--- src/rtl/wrg_pkg.sv ---
package wrg_pkg;

    localparam int unsigned WRG_ADDR_W = 22;
    localparam int unsigned WRG_REG_W  = 16;
    localparam int unsigned WRG_DATA_W = 16;

    typedef enum logic {
        SEL_BASE = 1'b0,
        SEL_SPAN = 1'b1
    } cfg_sel_e;

    localparam logic [WRG_REG_W-1:0] BASE_RESET = 16'h0100;
    localparam logic [WRG_REG_W-1:0] SPAN_RESET = 16'h00FF;

endpackage

--- src/rtl/wrg_cfg_regs.sv ---
module wrg_cfg_regs
    import wrg_pkg::*;
#(
    parameter int unsigned REG_W = WRG_REG_W,
    parameter logic [REG_W-1:0] BASE_INIT = BASE_RESET,
    parameter logic [REG_W-1:0] SPAN_INIT = SPAN_RESET
) (
    input  logic             clk,
    input  logic             rst_n,
    input  logic             we,
    input  logic             sel,
    input  logic [REG_W-1:0] wdata,
    output logic [REG_W-1:0] rdata,
    output logic [REG_W-1:0] base,
    output logic [REG_W-1:0] span
);

    typedef struct packed {
        logic [REG_W-1:0] base;
        logic [REG_W-1:0] span;
    } cfg_t;

    cfg_t cfg_d, cfg_q;

    always_comb begin
        cfg_d = cfg_q;
        if (we) begin
            if (cfg_sel_e'(sel) == SEL_BASE) begin
                cfg_d.base = wdata;
            end else begin
                cfg_d.span = wdata;
            end
        end
    end

    always_ff @(posedge clk) begin
        if (!rst_n) begin
            cfg_q.base <= BASE_INIT;
            cfg_q.span <= SPAN_INIT;
        end else begin
            cfg_q <= cfg_d;
        end
    end

    assign base  = cfg_q.base;
    assign span  = cfg_q.span;
    assign rdata = (cfg_sel_e'(sel) == SEL_BASE) ? cfg_q.base : cfg_q.span;

endmodule

--- src/rtl/wrg_write_slot.sv ---
module wrg_write_slot
    import wrg_pkg::*;
#(
    parameter int unsigned ADDR_W = WRG_ADDR_W,
    parameter int unsigned DATA_W = WRG_DATA_W
) (
    input  logic              clk,
    input  logic              rst_n,
    input  logic              in_valid,
    output logic              in_ready,
    input  logic [ADDR_W-1:0] in_addr,
    input  logic [DATA_W-1:0] in_data,
    output logic              out_valid,
    input  logic              out_ready,
    output logic [ADDR_W-1:0] out_addr,
    output logic [DATA_W-1:0] out_data
);

    typedef struct packed {
        logic              valid;
        logic [ADDR_W-1:0] addr;
        logic [DATA_W-1:0] data;
    } slot_t;

    slot_t slot_d, slot_q;
    logic  take;

    always_comb begin
        slot_d   = slot_q;
        in_ready = !slot_q.valid || out_ready;
        take     = in_valid && in_ready;
        if (take) begin
            slot_d.valid = 1'b1;
            slot_d.addr  = in_addr;
            slot_d.data  = in_data;
        end else if (slot_q.valid && out_ready) begin
            slot_d.valid = 1'b0;
        end
    end

    always_ff @(posedge clk) begin
        if (!rst_n) begin
            slot_q <= '0;
        end else begin
            slot_q <= slot_d;
        end
    end

    assign out_valid = slot_q.valid;
    assign out_addr  = slot_q.addr;
    assign out_data  = slot_q.data;

endmodule

--- src/rtl/wrg_hazard.sv ---
module wrg_hazard
    import wrg_pkg::*;
#(
    parameter int unsigned ADDR_W   = WRG_ADDR_W,
    parameter int unsigned REG_W    = WRG_REG_W,
    parameter int unsigned NUM_CAND = 2
) (
    input  logic [REG_W-1:0]               base,
    input  logic [REG_W-1:0]               span,
    input  logic [ADDR_W-1:0]              rd_addr,
    input  logic [NUM_CAND-1:0]            cand_valid,
    input  logic [NUM_CAND-1:0][ADDR_W-1:0] cand_addr,
    output logic                           stall
);

    localparam int unsigned LOW_W = ADDR_W - REG_W;

    logic [REG_W-1:0]    keep;
    logic [REG_W-1:0]    base_m;
    logic                rd_in;
    logic [NUM_CAND-1:0] hit;

    always_comb begin
        keep   = ~span;
        base_m = base & keep;
        rd_in  = (rd_addr[ADDR_W-1:LOW_W] & keep) == base_m;
    end

    for (genvar i = 0; i < NUM_CAND; i++) begin : g_cand
        logic c_in;
        logic c_same;
        always_comb begin
            c_in   = (cand_addr[i][ADDR_W-1:LOW_W] & keep) == base_m;
            c_same = cand_addr[i] == rd_addr;
            hit[i] = cand_valid[i] && (c_same || (c_in && rd_in));
        end
    end

    assign stall = |hit;

endmodule

--- src/rtl/wr_order_guard.sv ---
module wr_order_guard
    import wrg_pkg::*;
#(
    parameter int unsigned ADDR_W = WRG_ADDR_W,
    parameter int unsigned DATA_W = WRG_DATA_W,
    parameter int unsigned REG_W  = WRG_REG_W
) (
    input  logic              clk,
    input  logic              rst_n,
    input  logic              cfg_we,
    input  logic              cfg_sel,
    input  logic [REG_W-1:0]  cfg_wdata,
    output logic [REG_W-1:0]  cfg_rdata,
    input  logic              up_wr_valid,
    output logic              up_wr_ready,
    input  logic [ADDR_W-1:0] up_wr_addr,
    input  logic [DATA_W-1:0] up_wr_data,
    input  logic              up_rd_valid,
    output logic              up_rd_ready,
    input  logic [ADDR_W-1:0] up_rd_addr,
    output logic              bus_wr_valid,
    input  logic              bus_wr_ready,
    output logic [ADDR_W-1:0] bus_wr_addr,
    output logic [DATA_W-1:0] bus_wr_data,
    output logic              bus_rd_valid,
    input  logic              bus_rd_ready,
    output logic [ADDR_W-1:0] bus_rd_addr
);

    localparam int unsigned NUM_CAND = 2;

    logic [REG_W-1:0]                base_q;
    logic [REG_W-1:0]                span_q;
    logic                            rd_stall;
    logic [NUM_CAND-1:0]             cand_valid;
    logic [NUM_CAND-1:0][ADDR_W-1:0] cand_addr;

    wrg_cfg_regs #(
        .REG_W (REG_W)
    ) u_cfg (
        .clk   (clk),
        .rst_n (rst_n),
        .we    (cfg_we),
        .sel   (cfg_sel),
        .wdata (cfg_wdata),
        .rdata (cfg_rdata),
        .base  (base_q),
        .span  (span_q)
    );

    wrg_write_slot #(
        .ADDR_W (ADDR_W),
        .DATA_W (DATA_W)
    ) u_slot (
        .clk       (clk),
        .rst_n     (rst_n),
        .in_valid  (up_wr_valid),
        .in_ready  (up_wr_ready),
        .in_addr   (up_wr_addr),
        .in_data   (up_wr_data),
        .out_valid (bus_wr_valid),
        .out_ready (bus_wr_ready),
        .out_addr  (bus_wr_addr),
        .out_data  (bus_wr_data)
    );

    // candidate 0: held write, candidate 1: write arriving this cycle (older)
    always_comb begin
        cand_valid[0] = bus_wr_valid;
        cand_addr[0]  = bus_wr_addr;
        cand_valid[1] = up_wr_valid;
        cand_addr[1]  = up_wr_addr;
    end

    wrg_hazard #(
        .ADDR_W   (ADDR_W),
        .REG_W    (REG_W),
        .NUM_CAND (NUM_CAND)
    ) u_haz (
        .base       (base_q),
        .span       (span_q),
        .rd_addr    (up_rd_addr),
        .cand_valid (cand_valid),
        .cand_addr  (cand_addr),
        .stall      (rd_stall)
    );

    assign bus_rd_valid = up_rd_valid && !rd_stall;
    assign up_rd_ready  = bus_rd_ready && !rd_stall;
    assign bus_rd_addr  = up_rd_addr;

endmodule

--- config.mk ---
export PLATFORM = sky130hd
export DESIGN_NAME = wr_order_guard
export DESIGN_NICKNAME = d
export VERILOG_FILES = /design/src/rtl/wrg_pkg.sv /design/src/rtl/wrg_cfg_regs.sv /design/src/rtl/wrg_write_slot.sv /design/src/rtl/wrg_hazard.sv /design/src/rtl/wr_order_guard.sv
export SDC_FILE = /design/constraint.sdc
export NUM_CORES = 1
export LEC_CHECK = 0
export ABC_AREA = 0
export BUFFER_PORTS_ARGS = -buffer_cell sky130_fd_sc_hd__buf_2
export CAP_MARGIN = 20
export CORE_ASPECT_RATIO = 1.2
export CORE_MARGIN = 2
export CORE_UTILIZATION = 33
export CTS_BUF_LIST = sky130_fd_sc_hd__clkbuf_4 sky130_fd_sc_hd__clkbuf_8
export DETAILED_ROUTE_END_ITERATION = 7
export PLACE_DENSITY_LB_ADDON = 0.1
export SLEW_MARGIN = 10
export SYNTH_ARGS = -nofsm -noshare
export SYNTH_HDL_FRONTEND = slang
export SYNTH_SLANG_ARGS = --single-unit
--- constraint.sdc ---
create_clock -name clk -period 4 [get_ports clk]
set_clock_uncertainty 0.2 [all_clocks]
set_input_delay 1.2 -clock clk [delete_from_list [all_inputs] [get_ports clk]]
set_output_delay 1.2 -clock clk [all_outputs]
set_load 0.01 [all_outputs]
==> key figures, run 1 <==
Run status
  • Status: finished, final reports clean

Die
  • Core area: between 10,000 and 15,000 um^2
  • Initial core utilization: ~34%
  • Row cnt: 45
  • I/O pins: 164
  • Die height: roughly 130 um
  • Die area: about 14,000 um^2
  • Die W: 107 um

Global routing
  • GRT Total Usage: approximately 20%
  • GR Overflow Total: 0
  • First-pass GRT wire length: roughly 20,000 um
  • Vias in the first global route: 3,657
  • Largest net degree at the start of global routing: between 70 and 80
  • Initial antenna violation count: 0

Route
  • Final ANT Viol Nets: 0
  • WL/cell: between 15 and 20 um
  • DR pass1 iterations: 4
  • Vias per Instance: just under 5
  • DR DRC count: 0
  • DR vias: roughly 3,900
  • Total wire length: 13,800 um
  • Initial DRC count: 186

Synth
  • Seq/Total Area, Yosys: 33.8%
  • Top FF cell, synth: dfxtp_1
  • Post-synthesis cell count: approximately 500
  • Post-synth top area share: between 30% and 40%
  • Count leader, synth: nand2_1
  • Synthesized flop and latch total: 71
  • Syn Nets: ~600
  • Number of synthesized flops with an enable pin: 0
  • Netlist cell types: 26
  • Most frequent cells after synthesis: 144 x nand2_1, 81 x xnor2_1, 71 x dfxtp_1
  • Syn Area/Cell: 8.17 um^2
  • Warning count from the yosys run: 0
  • Mapped Area: ~4200 um^2
  • Async S/R FF share, synth: 0%
  • Synth area leaders: dfxtp_1 34%, xnor2_1 17%, nand2_1 13%, a21boi_0 9.1%, mux2_2 4.3%
  • Cell taking the most area after synthesis: dfxtp_1

Timing
  • Fin. max-slew vios: 0
  • Worst slew pin tran: ~700 ps
  • Period utilization: roughly 99%
  • Fmax: 254 MHz
  • RSZ-0062 raised after global routing: yes
  • Slew margin rel.: between 50 and 60%
  • Setup TNS: 0 ps
  • Setup-failing EPs final: 0
  • Hold_ws: between 200 and 300 ps
  • Fin. Hold Viols: 0
  • PnR worst setup slack: roughly 58 ps
  • Minimum clock period: about 3900 ps

Placement
  • Placed cell area: 4890 um^2
  • Post-Place Cells: just under 800
  • # port buffers: around 160
  • Detail Placement HPWL: 10,300 um
  • Gpl congestion: about 0.85
  • DP Worst Slack: 5.63 ps

Power and ir drop
  • Leakage: between 2 and 2.5 nW
  • Power density cells: between 300 and 400 nW/um^2
  • Peak VDD IR: 140 uV
  • Pwr Total: 1.75 mW

Setup path
  • CP Capture Type: output pin
  • WP data required: about 2600 ps
  • Worst-path maximum fanout: 4
  • Startpoint Class: input port
  • CP Class: in2out
  • Arrival @ worst endpoint: ~2500 ps

Clocking
  • # Post-CTS Setup Buffers: 0
  • CTS Root Cell: clkbuf_8
  • CTS tree: built
  • Cts bufs inserted: 9
  • Max Root-Sink Buffers: 2
  • Skew-Pair Late Insertion Delay: 350 ps
  • Num Clock Sinks: 71
  • Clk slew on worst S/H paths: 80 ps
  • H-tree Lvls: 3

Cells and area
  • Reg area: approximately 1400 um^2
  • Antenna cells: 0
  • Finished Cell Area: between 5000 and 6000 um^2
  • Post-Layout Cell Count: 800
  • Synth-to-Final Area Change: 27.1%
  • Fill count: 1,306
  • Footprint of the multi-input gates: roughly 2600 um^2
  • Share of layout cells above drive strength 1: between 30% and 40%
  • Final Util: roughly 43%
  • Final nets: 716

Hold path
  • Hold Path Class: reg2reg

Job
  • Max-Cap Viols: 0
[sequential cells by signal (all words and copies together), names as in the netlist]
signal,flops
u_slot.out_addr,22
u_cfg.base,16
u_cfg.span,16
u_slot.out_valid,1
u_slot.out_data,16
[worst max-delay path, cell delays in order]
cell and delay (ps):
buf_2 150, xnor2_2 160, o22ai_1 130, nor4_2 290, nand4_1 150, nor3_2 240, nor3_1 70, buf_2 140
[final timing paths]
check,from,end,slack (ps),depth (start not counted)
hold reg to reg,u_slot.out_data[8],u_slot.out_data[8],260,2
hold / removal,u_slot.out_data[8],u_slot.out_data[8],260,2
setup reg to reg,u_slot.out_valid,u_slot.out_addr[9],2450,5
setup / recovery,up_rd_addr[11],bus_rd_valid,60,8
[cell families (layout without fill, tap and decap cells)]
kind of cell	after synthesis	count (layout)	share of synthesized area, %
compound gates	87	87	14.9
xor+xnor	92	92	19.1
buf+inv	64	185	9.10
flops	71	71	33.8
mux	16	16	4.28
simple gates	185	185	18.8
[power by group]
part	leakage (nW)	switching [mW]	total (mW)	internal [mW]
Combinational	1.57	0.215	0.417	0.202
Clock	0.0845	0.288	0.526	0.239
Sequential	0.584	0.0583	0.805	0.746
[layer usage]
| layer | global-route usage [%] | wire length, um | up-vias |
|---|---|---|---|
| met3 | 4.02 | 923 | 12 |
| met4 | 5.73 | 157 | 0 |
| met5 | 0 | 0 | - |
| li1 | - | - | 1917 |
| met2 | 33.3 | 6870 | 150 |
| met1 | 25.6 | 5840 | 1807 |
[repair_timing]
action / in CTS / in global routing
setup endpoints to repair: 0 / 2
gates resized for setup: 0 / 52
hold buffers: 0 / 0
[layout make-up]
class                      count  area share, %
clock buffer                  10           2.57
clock inverter                 5          0.632
inverter                       1         0.0702
multi-input combinational    380           48.8
sequential                    71           26.6
tap                          164           3.84
timing repair buffer         169           17.5
[cells in the final DEF (no fill, tap or decap), drive strengths merged]
cell	instances
xnor2	81
nor4	10
and2	2
a21boi	63
xor2	11
nor2b	1
clkbuf	11
inv	2
o21ai	1
buf	168
nor3	4
o22ai	23
clkinvlp	2
nand3	11
dfxtp	71
nand2b	2
clkinv	2
nor2	1
nand2	144
mux2	16
nand4	10
No activity file was read; power rests on OpenSTA's default activity.
==> inputs of run 2 (changes only) <==
--- a/config.mk
+++ b/config.mk
@@ -14,6 +14,7 @@
 export CTS_BUF_LIST = sky130_fd_sc_hd__clkbuf_4 sky130_fd_sc_hd__clkbuf_8
 export DETAILED_ROUTE_END_ITERATION = 7
 export PLACE_DENSITY_LB_ADDON = 0.1
+export SETUP_SLACK_MARGIN = 0.3
 export SLEW_MARGIN = 10
 export SYNTH_ARGS = -nofsm -noshare
 export SYNTH_HDL_FRONTEND = slang
==> key figures, run 2 (synthesis results as in run 1) <==
Run status
  • Status: finished, final reports clean (unchanged)

Timing
  • Setup TNS: 0 ps (unchanged)
  • PnR worst setup slack: 117 ps (was 57.5 ps)
  • Minimum clock period: 3880 ps (was 3940 ps)
  • Slew margin rel.: 52.8% (was 52.4%)
  • Fin. max-slew vios: 0 (unchanged)
  • Fin. Hold Viols: 0 (unchanged)
  • Period utilization: 97.1% (was 98.6%)
  • Worst slew pin tran: 708 ps (was 714 ps)
  • Fmax: 258 MHz (was 254 MHz)
  • RSZ-0062 raised after global routing: yes (unchanged)
  • Setup-failing EPs final: 0 (unchanged)

Setup path
  • WP data required: 2600 ps (about the same)
  • Worst-path maximum fanout: 4 (unchanged)
  • Worst r2r src: u_slot.out_valid (unchanged)
  • Startpoint Class: input port (unchanged)
  • Worst Setup SP: up_rd_addr[7] (was up_rd_addr[11])
  • Arrival @ worst endpoint: 2480 ps (was 2540 ps)
  • CP Capture Type: output pin (unchanged)
  • CP Class: in2out (unchanged)

Global routing
  • GRT Total Usage: 19.9% (was 19.8%)
  • Vias in the first global route: 3,665 (was 3,657)
  • Initial antenna violation count: 0 (unchanged)
  • First-pass GRT wire length: 20,500 um (was 20,400 um)
  • GR Overflow Total: 0 (unchanged)
  • Largest net degree at the start of global routing: 72 (unchanged)

Cells and area
  • Synth-to-Final Area Change: 25.6% (was 27.1%)
  • Antenna cells: 0 (unchanged)
  • Share of layout cells above drive strength 1: 35.8% (was 36.6%)
  • Final Util: 42.1% (was 42.6%)
  • Commonest non-fill, non-tap cell in the layout: buf_2 (unchanged)
  • Max reg flops: 22 (unchanged)
  • Final nets: 716 (unchanged)
  • Most frequent cells in the layout: 158 x buf_2, 144 x nand2_1, 71 x dfxtp_1 (was 155 x buf_2, 144 x nand2_1, 71 x dfxtp_1)

Route
  • Total wire length: 13,700 um (was 13,800 um)
  • DR pass1 iterations: 4 (unchanged)
  • WL/cell: 17.1 um (was 17.2 um)
  • Initial DRC count: 166 (was 186)
  • Vias per Instance: 4.88 (was 4.86)
  • Final ANT Viol Nets: 0 (unchanged)
  • DR vias: 3,907 (was 3,886)
  • DR DRC count: 0 (unchanged)

Placement
  • # port buffers: 163 (unchanged)
  • Detail Placement HPWL: 10,300 um (unchanged)
  • Gpl congestion: 0.855 (unchanged)
  • DP Worst Slack: 5.63 ps (unchanged)

Clocking
  • Skew-Pair Late Insertion Delay: 350 ps (about the same)
  • Cts bufs inserted: 9 (unchanged)
  • Post-CTS Hold Buffers: 0 (unchanged)
  • Clk slew on worst S/H paths: 80 ps (about the same)
  • CTS tree: built (unchanged)
  • CTS Root Cell: clkbuf_8 (unchanged)
  • Max Root-Sink Buffers: 2 (unchanged)
  • Num Clock Sinks: 71 (unchanged)
  • H-tree Lvls: 3 (unchanged)

Power and ir drop
  • Power density cells: 329 nW/um^2 (was 327 nW/um^2)
  • Leakage: 2.21 nW (was 2.24 nW)
  • Peak VDD IR: 139 uV (was 140 uV)

Hold path
  • Hold path startpoint: u_slot.out_data[9] (was u_slot.out_data[8])
  • Hold Path Class: reg2reg (unchanged)

Die
  • Die W: 107 um (unchanged)
  • Row cnt: 45 (unchanged)
  • Die area: 13,700 um^2 (unchanged)
  • Initial core utilization: 33.5% (unchanged)
  • I/O pins: 164 (unchanged)
  • Die height: 128 um (unchanged)
  • Core area: 12,600 um^2 (unchanged)

Job
  • Max-Cap Viols: 0 (unchanged)
run 2: changes by cell type in the layout (fill, tap and decap cells not counted), sizes merged:
cell and change:
buf +1, clkbuf -1
run 2: per-layer routing:
metal	GRT usage, %	vias to the layer above	share of wire [%]
li1	-	1924	-
met1	25.7	1825	42
met2	33.7	151	50
met3	3.97	7	7.0
met4	5.42	0	1.1
met5	0	-	0
run 2: worst max-delay path, stage by stage:
cell	delay, ps
buf_2	140
xnor2_2	160
o22ai_2	110
nor4_2	320
nand4_1	140
nor3_2	200
nor3_1	80
buf_2	140
run 2: timing repair:
item                       in CTS  in global routing
resized for setup              25                  8
pin swaps                      12                  4
setup endpoints to repair       2                  2
buffers inserted                0                  0
run 2: per-stage QoR:
step	instance area, um^2	cells	hold slack [ps]	power, mW
final	5290	800	256	1.74
after global routing	5290	800	283	1.84
after CTS	5200	799	260	1.75
after detailed placement	4890	784	247	1.20
after global placement	4890	784	239	1.20
after floorplan	4210	515	279	1.05
run 2: power by group:
part           total (mW)  switching [mW]  internal (mW)  leakage (nW)
clock               0.525           0.287          0.239        0.0845
sequential          0.804          0.0578          0.746         0.584
combinational       0.410           0.213          0.197          1.55
total                1.74           0.557           1.18          2.21
run 2: final timing paths:
path | to | slack [ps] | depth (start not counted)
setup / recovery | bus_rd_valid | 120 | 8
setup reg to reg | u_slot.out_addr[9] | 2450 | 5
hold / removal | u_slot.out_data[9] | 260 | 2
hold reg to reg | u_slot.out_data[9] | 260 | 2
run 2: final cells by class:
type | instances | area, um^2
clock buffers | 10 | 138
clock inverters | 5 | 33.8
flip-flops and latches | 71 | 1420
repair buffers | 169 | 908
well taps | 164 | 205
fillers | 1301 | 7270
multi-input cells | 380 | 2580
inverters | 1 | 3.75
==> inputs of run 3 (changes only) <==
--- a/config.mk
+++ b/config.mk
@@ -10,7 +10,7 @@
 export CAP_MARGIN = 20
 export CORE_ASPECT_RATIO = 1.2
 export CORE_MARGIN = 2
-export CORE_UTILIZATION = 33
+export CORE_UTILIZATION = 45
 export CTS_BUF_LIST = sky130_fd_sc_hd__clkbuf_4 sky130_fd_sc_hd__clkbuf_8
 export DETAILED_ROUTE_END_ITERATION = 7
 export PLACE_DENSITY_LB_ADDON = 0.1
==> key figures, run 3 (synthesis results as in run 1) <==
Run status
  • Status: finished, final reports clean (unchanged)

Timing
  • Fin. max-slew vios: 0 (unchanged)
  • Setup-failing EPs final: 0 (unchanged)
  • Fin. Hold Viols: 0 (unchanged)
  • Period utilization: 97.7% (was 97.1%)
  • RSZ-0062 raised after global routing: yes (unchanged)
  • Slew margin rel.: 53.0% (was 52.8%)
  • Hold_ws: 259 ps (was 256 ps)
  • Setup TNS: 0 ps (unchanged)
  • Fmax: 256 MHz (was 258 MHz)
  • PnR worst setup slack: 92.9 ps (was 117 ps)
  • Worst slew pin tran: 705 ps (was 708 ps)
  • Minimum clock period: 3910 ps (was 3880 ps)

Setup path
  • CP Capture Type: output pin (unchanged)
  • Worst r2r path cells: 5 (unchanged)
  • Critical Path Stages: 8 (unchanged)
  • WP data required: 2600 ps (about the same)
  • Reg-to-reg slack, setup: 2170 ps (was 2450 ps)
  • Crit-path leading delay family: simple AND/OR/NAND/NOR gates (unchanged)
  • Worst Path Buf+Inv: 2 (unchanged)
  • CP Class: in2out (unchanged)
  • Largest stage delay, worst path: 310 ps (was 320 ps)
  • Slowest stage cell, crit path: nor4_2 (unchanged)
  • Startpoint Class: input port (unchanged)
  • Arrival @ worst endpoint: 2510 ps (was 2480 ps)
  • Worst-path maximum fanout: 4 (unchanged)
  • Crit-path cells: buf_4, xnor2_2, o22ai_2, nor4_2, nand4_1, nor3_4, nor3_2, buf_2 (was buf_2, xnor2_2, o22ai_2, nor4_2, nand4_1, nor3_2, nor3_1, buf_2)

Hold path
  • Worst hold stages: 2 (unchanged)
  • Hold Path Class: reg2reg (unchanged)

Placement
  • Gpl congestion: 0.934 (was 0.855)
  • Detail Placement HPWL: 9670 um (was 10,300 um)
  • DP Worst Slack: 48.0 ps (was 5.63 ps)
  • Post-Place Cells: 740 (was 784)
  • Placed cell area: 4830 um^2 (was 4890 um^2)
  • # port buffers: 163 (unchanged)

Clocking
  • Skew-Pair Late Insertion Delay: 360 ps (was 350 ps)
  • Num Clock Sinks: 71 (unchanged)
  • Cts bufs inserted: 9 (unchanged)
  • CTS Root Cell: clkbuf_8 (unchanged)
  • Max Root-Sink Buffers: 2 (unchanged)
  • CTS tree: built (unchanged)
  • Post-CTS Hold Buffers: 0 (unchanged)
  • H-tree Lvls: 3 (unchanged)
  • Clk slew on worst S/H paths: 80 ps (about the same)

Die
  • Initial core utilization: 46.3% (was 33.5%)
  • I/O pins: 164 (unchanged)
  • Core area: 9080 um^2 (was 12,600 um^2)
  • Row cnt: 38 (was 45)
  • Die W: 92.3 um (was 107 um)
  • Die area: 10,100 um^2 (was 13,700 um^2)
  • Die height: 110 um (was 128 um)

Cells and area
  • Commonest non-fill, non-tap cell in the layout: buf_2 (unchanged)
  • Fill count: 846 (was 1,301)
  • Share of layout cells above drive strength 1: 37.7% (was 35.8%)
  • Post-Layout Cell Count: 759 (was 800)
  • Final nets: 718 (was 716)
  • Antenna cells: 0 (unchanged)
  • Finished Cell Area: 5440 um^2 (was 5290 um^2)
  • Synth-to-Final Area Change: 29.2% (was 25.6%)
  • Max reg flops: 22 (unchanged)
  • Most frequent cells in the layout: 152 x buf_2, 144 x nand2_1, 71 x dfxtp_1 (was 158 x buf_2, 144 x nand2_1, 71 x dfxtp_1)
  • Final Util: 59.9% (was 42.1%)

Global routing
  • First-pass GRT wire length: 19,600 um (was 20,500 um)
  • GR Overflow Total: 0 (unchanged)
  • Initial antenna violation count: 0 (unchanged)
  • Largest net degree at the start of global routing: 72 (unchanged)
  • GRT Total Usage: 25.7% (was 19.9%)
  • Vias in the first global route: 3,726 (was 3,665)

Power and ir drop
  • Peak VDD IR: 256 uV (was 139 uV)
  • Power density cells: 341 nW/um^2 (was 329 nW/um^2)
  • Leakage: 2.31 nW (was 2.21 nW)
  • Pwr Total: 1.85 mW (was 1.74 mW)

Route
  • DR DRC count: 0 (unchanged)
  • DR pass1 iterations: 5 (was 4)
  • Initial DRC count: 156 (was 166)
  • Total wire length: 13,100 um (was 13,700 um)
  • Vias per Instance: 5.13 (was 4.88)
  • WL/cell: 17.2 um (was 17.1 um)
  • Final ANT Viol Nets: 0 (unchanged)
  • DR vias: 3,896 (was 3,907)

Job
  • Max-Cap Viols: 0 (unchanged)
run 3: routing by layer:
metal	vias to the layer above	share of wire, %	track usage (%)
met4	0	2.5	10.3
met1	1799	42	32.2
met3	27	5.9	6.17
met5	-	0	0
met2	146	49	42.6
li1	1924	-	-
run 3: tightest hold or removal path, cell delays in order, from the launching register on:
cell	delay (ps)
dfxtp_1	320
nand2_1	50
a21boi_1	50
run 3: worst paths after layout:
kind / start / endpoint
worst max-delay path: up_rd_addr[19] / bus_rd_valid
worst min-delay path: u_slot.out_data[3] / u_slot.out_data[3]
worst max register to register: u_slot.out_valid / u_slot.out_data[7]
worst min register to register: u_slot.out_data[3] / u_slot.out_data[3]
run 3: cell type report:
cell class	count	area (um^2)	share of cell area [%]
clock buffers	11	151	2.78
clock inverters	5	63.8	1.17
inverters	1	3.75	0.0690
multi-input cells	380	2680	49.2
flip-flops and latches	71	1420	26.1
well taps	120	150	2.76
repair buffers	171	973	17.9
run 3: what timing repair did:
item	CTS	global route
gates cloned	0	0
pin swaps	19	13
setup endpoints to repair	2	2
buffers inserted	1	1
gates resized for setup	38	28
run 3: power breakdown:
part | switching (mW) | internal [mW] | total, mW
clock network | 0.295 | 0.326 | 0.621
registers | 0.0592 | 0.746 | 0.805
logic | 0.214 | 0.212 | 0.426
total | 0.568 | 1.28 | 1.85
